===== config.mk =====
export PLATFORM = sky130hd
export DESIGN_NAME = fpsub_special_resolve
export DESIGN_NICKNAME = d
export VERILOG_FILES = /design/src/rtl/fpsub_pkg.sv /design/src/rtl/fpsub_opnd_summary.sv /design/src/rtl/fpsub_case_select.sv /design/src/rtl/fpsub_result_build.sv /design/src/rtl/fpsub_special_resolve.sv
export SDC_FILE = /design/constraint.sdc
export NUM_CORES = 1
export LEC_CHECK = 0
export ABC_CLOCK_PERIOD_IN_PS = 10300
export BUFFER_PORTS_ARGS = -buffer_cell sky130_fd_sc_hd__buf_2
export CORE_AREA = 2 2 83 85
export DETAILED_ROUTE_END_ITERATION = 8
export DIE_AREA = 0 0 85 87
export PLACE_DENSITY_LB_ADDON = 0.05
export SYNTH_ARGS = -nofsm -noshare
export SYNTH_HDL_FRONTEND = slang
export SYNTH_SLANG_ARGS = --single-unit

===== constraint.sdc =====
create_clock -name vclk -period 10.3
set_input_delay 3.09 -clock vclk [all_inputs]
set_output_delay 3.09 -clock vclk [all_outputs]
set_load 0.005 [all_outputs]

===== src/rtl/fpsub_pkg.sv =====
package fpsub_pkg;

  // one-hot class bit positions
  localparam int CB_ZERO  = 0;
  localparam int CB_NORM  = 1;
  localparam int CB_DNORM = 2;
  localparam int CB_INF   = 3;
  localparam int CB_QNAN  = 4;
  localparam int CB_SNAN  = 5;
  localparam int CLS_W    = 6;

  typedef enum logic [1:0] {
    RM_NEAREST = 2'b00,
    RM_ZERO    = 2'b01,
    RM_UP      = 2'b10,
    RM_DOWN    = 2'b11
  } rmode_e;

  // what the resolver decided for a pair
  typedef enum logic [3:0] {
    V_INDEF,       // invalid, return default NaN
    V_PASS_Y,      // return y unchanged
    V_PASS_X,      // return x unchanged
    V_INF_NEG_Y,   // infinity with sign of y inverted
    V_ZERO_RM,     // signed zero chosen by rounding mode
    V_NEG_Y,       // y with sign bit inverted
    V_DATAPATH     // arithmetic needed
  } verdict_e;

  typedef struct packed {
    logic sign;
    logic zero;
    logic norm;
    logic dnorm;
    logic inf;
    logic qnan;
    logic snan;
    logic nan;
    logic finite;
    logic nz_finite;
  } opsum_t;

endpackage


===== src/rtl/fpsub_opnd_summary.sv =====
module fpsub_opnd_summary
  import fpsub_pkg::*;
#(
  parameter int W = 64
) (
  input  logic [W-1:0]     val,
  input  logic [CLS_W-1:0] cls,
  output opsum_t           sum
);

  always_comb begin
    sum           = '0;
    sum.sign      = val[W-1];
    sum.zero      = cls[CB_ZERO];
    sum.norm      = cls[CB_NORM];
    sum.dnorm     = cls[CB_DNORM];
    sum.inf       = cls[CB_INF];
    sum.qnan      = cls[CB_QNAN];
    sum.snan      = cls[CB_SNAN];
    sum.nan       = cls[CB_QNAN] | cls[CB_SNAN];
    sum.finite    = ~(cls[CB_INF] | cls[CB_QNAN] | cls[CB_SNAN]);
    sum.nz_finite = sum.finite & ~cls[CB_ZERO];
  end

endmodule


===== src/rtl/fpsub_case_select.sv =====
module fpsub_case_select
  import fpsub_pkg::*;
(
  input  opsum_t   xs,
  input  opsum_t   ys,
  output verdict_e verdict,
  output logic     signs_equal
);

  // priority-ordered decision over class pairs
  function automatic verdict_e decide(input opsum_t a, input opsum_t b);
    verdict_e v;
    logic same;
    same = (a.sign == b.sign);
    if (a.snan || b.snan)            v = V_INDEF;
    else if (b.qnan)                 v = V_PASS_Y;
    else if (a.qnan)                 v = V_PASS_X;
    else if (a.inf && b.inf)         v = same ? V_INDEF : V_PASS_X;
    else if (b.inf)                  v = V_INF_NEG_Y;
    else if (a.inf)                  v = V_PASS_X;
    else if (a.zero && b.zero)       v = same ? V_ZERO_RM : V_PASS_X;
    else if (b.zero)                 v = V_PASS_X;
    else if (a.zero)                 v = V_NEG_Y;
    else                             v = V_DATAPATH;
    return v;
  endfunction

  assign verdict     = decide(xs, ys);
  assign signs_equal = (xs.sign == ys.sign);

endmodule


===== src/rtl/fpsub_result_build.sv =====
module fpsub_result_build
  import fpsub_pkg::*;
#(
  parameter int EXP_W  = 11,
  parameter int FRAC_W = 52
) (
  input  verdict_e                    verdict,
  input  logic [EXP_W+FRAC_W:0]       x_val,
  input  logic [EXP_W+FRAC_W:0]       y_val,
  input  logic [1:0]                  rmode,
  output logic [EXP_W+FRAC_W:0]       res,
  output logic                        res_valid,
  output logic                        invalid
);

  localparam int W = EXP_W + FRAC_W + 1;

  function automatic logic [W-1:0] make_inf(input logic s);
    return {s, {EXP_W{1'b1}}, {FRAC_W{1'b0}}};
  endfunction

  function automatic logic [W-1:0] make_zero(input logic s);
    return {s, {(W-1){1'b0}}};
  endfunction

  function automatic logic [W-1:0] make_indef();
    return {1'b0, {EXP_W{1'b1}}, 1'b1, {(FRAC_W-1){1'b0}}};
  endfunction

  always_comb begin
    res       = '0;
    res_valid = 1'b1;
    invalid   = 1'b0;
    unique case (verdict)
      V_INDEF: begin
        res     = make_indef();
        invalid = 1'b1;
      end
      V_PASS_Y:    res = y_val;
      V_PASS_X:    res = x_val;
      V_INF_NEG_Y: res = make_inf(~y_val[W-1]);
      V_ZERO_RM:   res = make_zero(rmode == RM_DOWN);
      V_NEG_Y:     res = {~y_val[W-1], y_val[W-2:0]};
      default:     res_valid = 1'b0;
    endcase
  end

endmodule


===== src/rtl/fpsub_special_resolve.sv =====
module fpsub_special_resolve
  import fpsub_pkg::*;
#(
  parameter int EXP_W  = 11,
  parameter int FRAC_W = 52,
  localparam int W     = EXP_W + FRAC_W + 1
) (
  input  logic [W-1:0]     x_val,
  input  logic [W-1:0]     y_val,
  input  logic [CLS_W-1:0] x_cls,
  input  logic [CLS_W-1:0] y_cls,
  input  logic [1:0]       rmode,
  output logic [W-1:0]     res,
  output logic             res_valid,
  output logic             invalid,
  output logic             to_datapath,
  output logic             prenorm_x,
  output logic             prenorm_y
);

  opsum_t   sums [2];
  verdict_e verdict;
  logic     signs_equal;
  logic     any_snan;
  logic     need_arith;

  logic [W-1:0]     vals [2];
  logic [CLS_W-1:0] clss [2];
  assign vals[0] = x_val;
  assign vals[1] = y_val;
  assign clss[0] = x_cls;
  assign clss[1] = y_cls;

  for (genvar g = 0; g < 2; g++) begin : g_opnd
    fpsub_opnd_summary #(.W(W)) u_sum (
      .val (vals[g]),
      .cls (clss[g]),
      .sum (sums[g])
    );
  end

  fpsub_case_select u_sel (
    .xs          (sums[0]),
    .ys          (sums[1]),
    .verdict     (verdict),
    .signs_equal (signs_equal)
  );

  fpsub_result_build #(.EXP_W(EXP_W), .FRAC_W(FRAC_W)) u_build (
    .verdict   (verdict),
    .x_val     (x_val),
    .y_val     (y_val),
    .rmode     (rmode),
    .res       (res),
    .res_valid (res_valid),
    .invalid   (invalid)
  );

  // named internal events
  assign any_snan    = sums[0].snan | sums[1].snan;
  assign need_arith  = (verdict == V_DATAPATH);
  assign to_datapath = need_arith;
  assign prenorm_x   = need_arith & sums[0].dnorm;
  assign prenorm_y   = need_arith & sums[1].dnorm;

endmodule


==> results of run 1 <==
## placed cells by master, fill, tap and decap left out, types with 2 or more instances in the layout
master,n
a22o_1,51
o2bb2ai_1,2
and2_1,2
a21oi_1,12
o22a_1,11
nand3_1,12
or3_1,2
nor2_1,2
a21oi_2,2
nand2_1,3
nor2b_1,2
or2_2,2
buf_4,3
inv_1,3
buf_2,209
## power breakdown
group          switching (mW)  internal [mW]
combinational          0.0294         0.0409
sequential                  0              0
clock                       0              0
## logic make-up (layout without fill, tap and decap cells)
kind of cell	after synthesis	after routing	share of synthesized area, %
buf+inv	21	216	8.96
simple gates	30	30	17.3
mux	1	1	1.15
xor+xnor	1	1	0.896
compound gates	86	86	71.7
## worst min-delay path by stage
stage / from / endpoint / slack [ns] / depth (start not counted)
3_5_place_dp: y_cls[2] / prenorm_y / 6.45 / 3
3_3_place_gp: y_cls[2] / prenorm_y / 6.45 / 3
2_1_floorplan: y_val[51] / res[51] / 6.29 / 1
5_1_grt: y_val[51] / res[51] / 6.46 / 3
4_1_cts: y_cls[2] / prenorm_y / 6.45 / 3
6_report: y_cls[2] / prenorm_y / 6.45 / 3
## layout make-up
| class | instances | area, um2 |
|---|---|---|
| fillers | 739 | 4460 |
| inverters | 3 | 11.3 |
| multi-input cells | 118 | 912 |
| well taps | 80 | 100 |
| repair buffers | 213 | 1090 |
## routing by layer
metal  up-vias  global-route usage [%]  part of all wire, %  wire length [um]
li1        968                       -                    -                 -
met1       834                    16.5                   40              2260
met2       107                    25.6                   51              2870
met3         0                    2.18                  9.4               535
met4         0                       0                    0                 0
met5         -                       0                    0                 0
## critical path, stage by stage
cell      delay (ns)
buf_2           0.13
xor2_1          0.22
o31ai_1         0.16
a21oi_2         0.68
nor4bb_4        0.76
buf_12          0.29
a22o_1          0.15
buf_2           0.12
## synth_stat cells, drive strengths merged, types with 2 or more instances
library cell and number:
a21oi 14, a22o 51, and2 2, buf 7, clkbuf 11, inv 3, nand2 3, nand3 12
nor2 2, nor2b 3, o21ai 2, o22a 11, o2bb2ai 2, or2 2, or3 2
==> summary.txt, run 1 <==
Die
  • Die H: 87 um
  • Site row count: 30
  • Boundary Pins: 211
  • Core area: 6570 um2
  • Die area: 7400 um2
  • Floorplan die width: 85 um
  • Initial Utilization: 14.9%

Outcome
  • Outcome: finished, final reports clean

Synthesis
  • Distinct cells, synth: 29
  • Sequential share of the synthesized area: 0%
  • Ranking of synthesized cells by area: a22o_1 46%, o22a_1 9.9%, a21oi_1 6.1%, nand3_1 6.1%, clkbuf_1 4.2%
  • Synthesized cell area: 977 um2
  • Post-synth top area share: 45.7%
  • Mean Syn Cell Area: 7.03 um2
  • Largest area contributor in the netlist: a22o_1
  • Post-Synthesis Net Count: 281
  • Synth warn: 0
  • Mapped Cells: 139

Critical path
  • Req. time, crit path: 7.21 ns
  • CP startpoint kind: input pin
  • Worst setup endpoint: res[27]
  • Crit Path Class: input pin to output port
  • Critical Path Start: y_val[63]
  • Worst EP arrival: 5.62 ns
  • Crit path max fanout: 43
  • Worst setup EP type: output port

Pwr
  • Worst vdd ir: 0.0106 mV
  • Leak: 1.21 nW
  • Pwr dens: 33.3 nW/um2
  • Power Total: 0.0702 mW

GRT
  • Vias in the first global route: 1,792
  • First-pass GRT wire length: 8400 um
  • Total Routing Usage GR: 13.3%
  • Grt total ovfl: 0
  • Largest net degree at the start of global routing: 53
  • Initial antenna violation count: 0

Timing
  • Setup TNS: 0 ns
  • Hold Violations, Final: 0
  • Slew Viols, Final: 0
  • Relative max-transition margin: 43.0%
  • Measured slew at the worst slew-check pin: 0.855 ns
  • Final setup viols: 0
  • Final Worst Setup Slack: 1.59 ns
  • Min Tclk post-route: 8.71 ns
  • Final period util: 84.6%
  • Max Clk Rate: 115 MHz
  • WHS: 6.45 ns
  • RSZ-0062 raised after global routing: false

Cells and area
  • Seq cells: 0
  • Finished Cell Area: 2110 um2
  • Register area: 0 um2
  • Fin cells: 414
  • Ant diodes: 0
  • Nets: 478
  • Area added between synthesis and finish: 116%
  • Layout cells sized above 1: 66.2%
  • Final core occ: 32.2%
  • CLK BUF: 0

Worst hold path
  • Min-delay worst type: input pin to output port

Clocking
  • Post-CTS setup buffers: 0
  • Hold bufs inserted after CTS: 0
  • Post-cts resize count: 0

Routing
  • DR iter-0 viols: 24
  • DRT Pass-1 Iters: 4
  • Drt drc: 0
  • Detailed Route WL: 5670 um
  • Post-route ant nets: 0
  • Vias: 1,909
  • Via density: 4.61
  • DR WL/cell: 13.7 um

Placed design
  • Final Wtd Congestion: 0.734
  • PortBufs: 209
  • Inst Count DP: 414
  • Placed instance area: 2110 um2
  • DP Worst Slack: 1.53 ns
  • Dpl hpwl: 4690 um

Job
  • Max-cap check violation count: 0
(Power assumes the default switching activity.)
==> run 2, diff against run 1 <==
--- a/config.mk
+++ b/config.mk
@@ -5,11 +5,11 @@
 export SDC_FILE = /design/constraint.sdc
 export NUM_CORES = 1
 export LEC_CHECK = 0
-export ABC_CLOCK_PERIOD_IN_PS = 10300
+export ABC_CLOCK_PERIOD_IN_PS = 7100
 export BUFFER_PORTS_ARGS = -buffer_cell sky130_fd_sc_hd__buf_2
-export CORE_AREA = 2 2 83 85
+export CORE_AREA = 2 2 81 83
 export DETAILED_ROUTE_END_ITERATION = 8
-export DIE_AREA = 0 0 85 87
+export DIE_AREA = 0 0 83 85
 export PLACE_DENSITY_LB_ADDON = 0.05
 export SYNTH_ARGS = -nofsm -noshare
 export SYNTH_HDL_FRONTEND = slang
==> constraint.sdc (replaced) <==
create_clock -name vclk -period 7.1
set_input_delay 2.13 -clock vclk [all_inputs]
set_output_delay 2.13 -clock vclk [all_outputs]
set_load 0.005 [all_outputs]
==> run 2 against run 1 <==
Effect of this change:
- worst setup slack worse by 0.78 ns
- clock-buffer cell count unchanged
- worst hold slack worse by 1.9 ns
- wire length down 0.85%
- core utilization up 2.1 points
==> summary.txt, run 2 (synthesis gave the netlist of run 1 again) <==
Cells and area
  • Nets: 480
  • Commonest cells after routing, fill and taps aside: 209 x buf_2, 51 x a22o_1, 12 x a21oi_1, 12 x nand3_1, 11 x o22a_1
  • Seq cells: 0
  • Filler instances: 693
  • Register area: 0 um2
  • Commonest non-fill, non-tap cell in the layout: buf_2
  • CLK BUF: 0
  • Ant diodes: 0
  • Layout cells sized above 1: 66.4%
  • Area added between synthesis and finish: 117%

Worst hold path
  • Min-delay worst type: input pin to output port
  • HP Start: x_cls[2]

Routing
  • Detailed Route WL: 5620 um
  • DR WL/cell: 13.6 um
  • Via density: 4.56
  • Drt drc: 0
  • Post-route ant nets: 0
  • DR iter-0 viols: 39
  • Vias: 1,885
  • DRT Pass-1 Iters: 4

Critical path
  • CP startpoint kind: input pin
  • Worst EP arrival: 4.16 ns
  • Crit Path Class: input pin to output port
  • Critical Path Start: y_val[63]
  • Worst setup EP type: output port
  • Req. time, crit path: 4.97 ns
  • Crit path max fanout: 51

Pwr
  • Pwr dens: 48.5 nW/um2
  • Leak: 1.22 nW
  • Worst vdd ir: 0.0157 mV

Die
  • Die H: 85 um
  • Boundary Pins: 211
  • Core area: 6200 um2
  • Die area: 7060 um2
  • Site row count: 29
  • Floorplan die width: 83 um
  • Initial Utilization: 15.7%

Clocking
  • Post-cts resize count: 0
  • Hold bufs inserted after CTS: 0
  • Post-CTS setup buffers: 0

Job
  • Max-cap check violation count: 0

Timing
  • Final setup viols: 0
  • Measured slew at the worst slew-check pin: 0.531 ns
  • WHS: 4.52 ns
  • Hold Violations, Final: 0
  • Slew Viols, Final: 0
  • Min Tclk post-route: 6.29 ns
  • Final period util: 88.6%
  • Relative max-transition margin: 64.6%
  • RSZ-0062 raised after global routing: false
  • Max Clk Rate: 159 MHz
  • Setup TNS: 0 ns

GRT
  • First-pass GRT wire length: 8360 um
  • Vias in the first global route: 1,731
  • Total Routing Usage GR: 13.7%
  • Initial antenna violation count: 0
  • Grt total ovfl: 0
  • Largest net degree at the start of global routing: 52

Placed design
  • Dpl hpwl: 4700 um
  • PortBufs: 209
  • Final Wtd Congestion: 0.717

Outcome
  • Outcome: finished, final reports clean
-- run 2: final timing paths --
kind	cells past startpoint	end
max	8	res[19]
min	3	prenorm_x
-- run 2: per-stage QoR --
stage          std cells  power [mW]  utilization (%)  instance area (um2)  worst slack, ns
6_report             413       0.103             34.2                 2120            0.810
3_3_place_gp         413       0.104             34.2                 2120            0.786
3_5_place_dp         413       0.104             34.2                 2120            0.816
2_1_floorplan        139      0.0401                -                  977             1.20
5_1_grt              413       0.114             34.2                 2120            0.635
4_1_cts              413       0.104             34.2                 2120            0.815
-- run 2: layout make-up --
type               instances  area, um2  share of cell area, %
repair buffers           215       1100                   52.0
multi-input cells        118        912                   43.0
well taps                 77       96.3                   4.54
inverters                  3       11.3                  0.530
-- run 2: where the power goes --
part	internal [mW]	leakage [nW]	total (mW)	switching, mW
Clock	0	0	0	0
Sequential	0	0	0	0
Combinational	0.0600	1.22	0.103	0.0429
Total	0.0600	1.22	0.103	0.0429
-- run 2: worst max-delay path: stages --
cell and delay, ns:
buf_2 0.12, xor2_1 0.25, o31ai_1 0.17, a21oi_2 0.32
nor4bb_4 0.33, buf_4 0.47, a22o_1 0.21, buf_2 0.11
-- run 2: per-layer routing --
layer	vias to the layer above	routed length, um	track usage, %
met2	103	2900	26.2
met5	-	0	0
met1	812	2250	16.7
li1	970	-	-
met3	0	462	2.43
met4	0	0	0.447
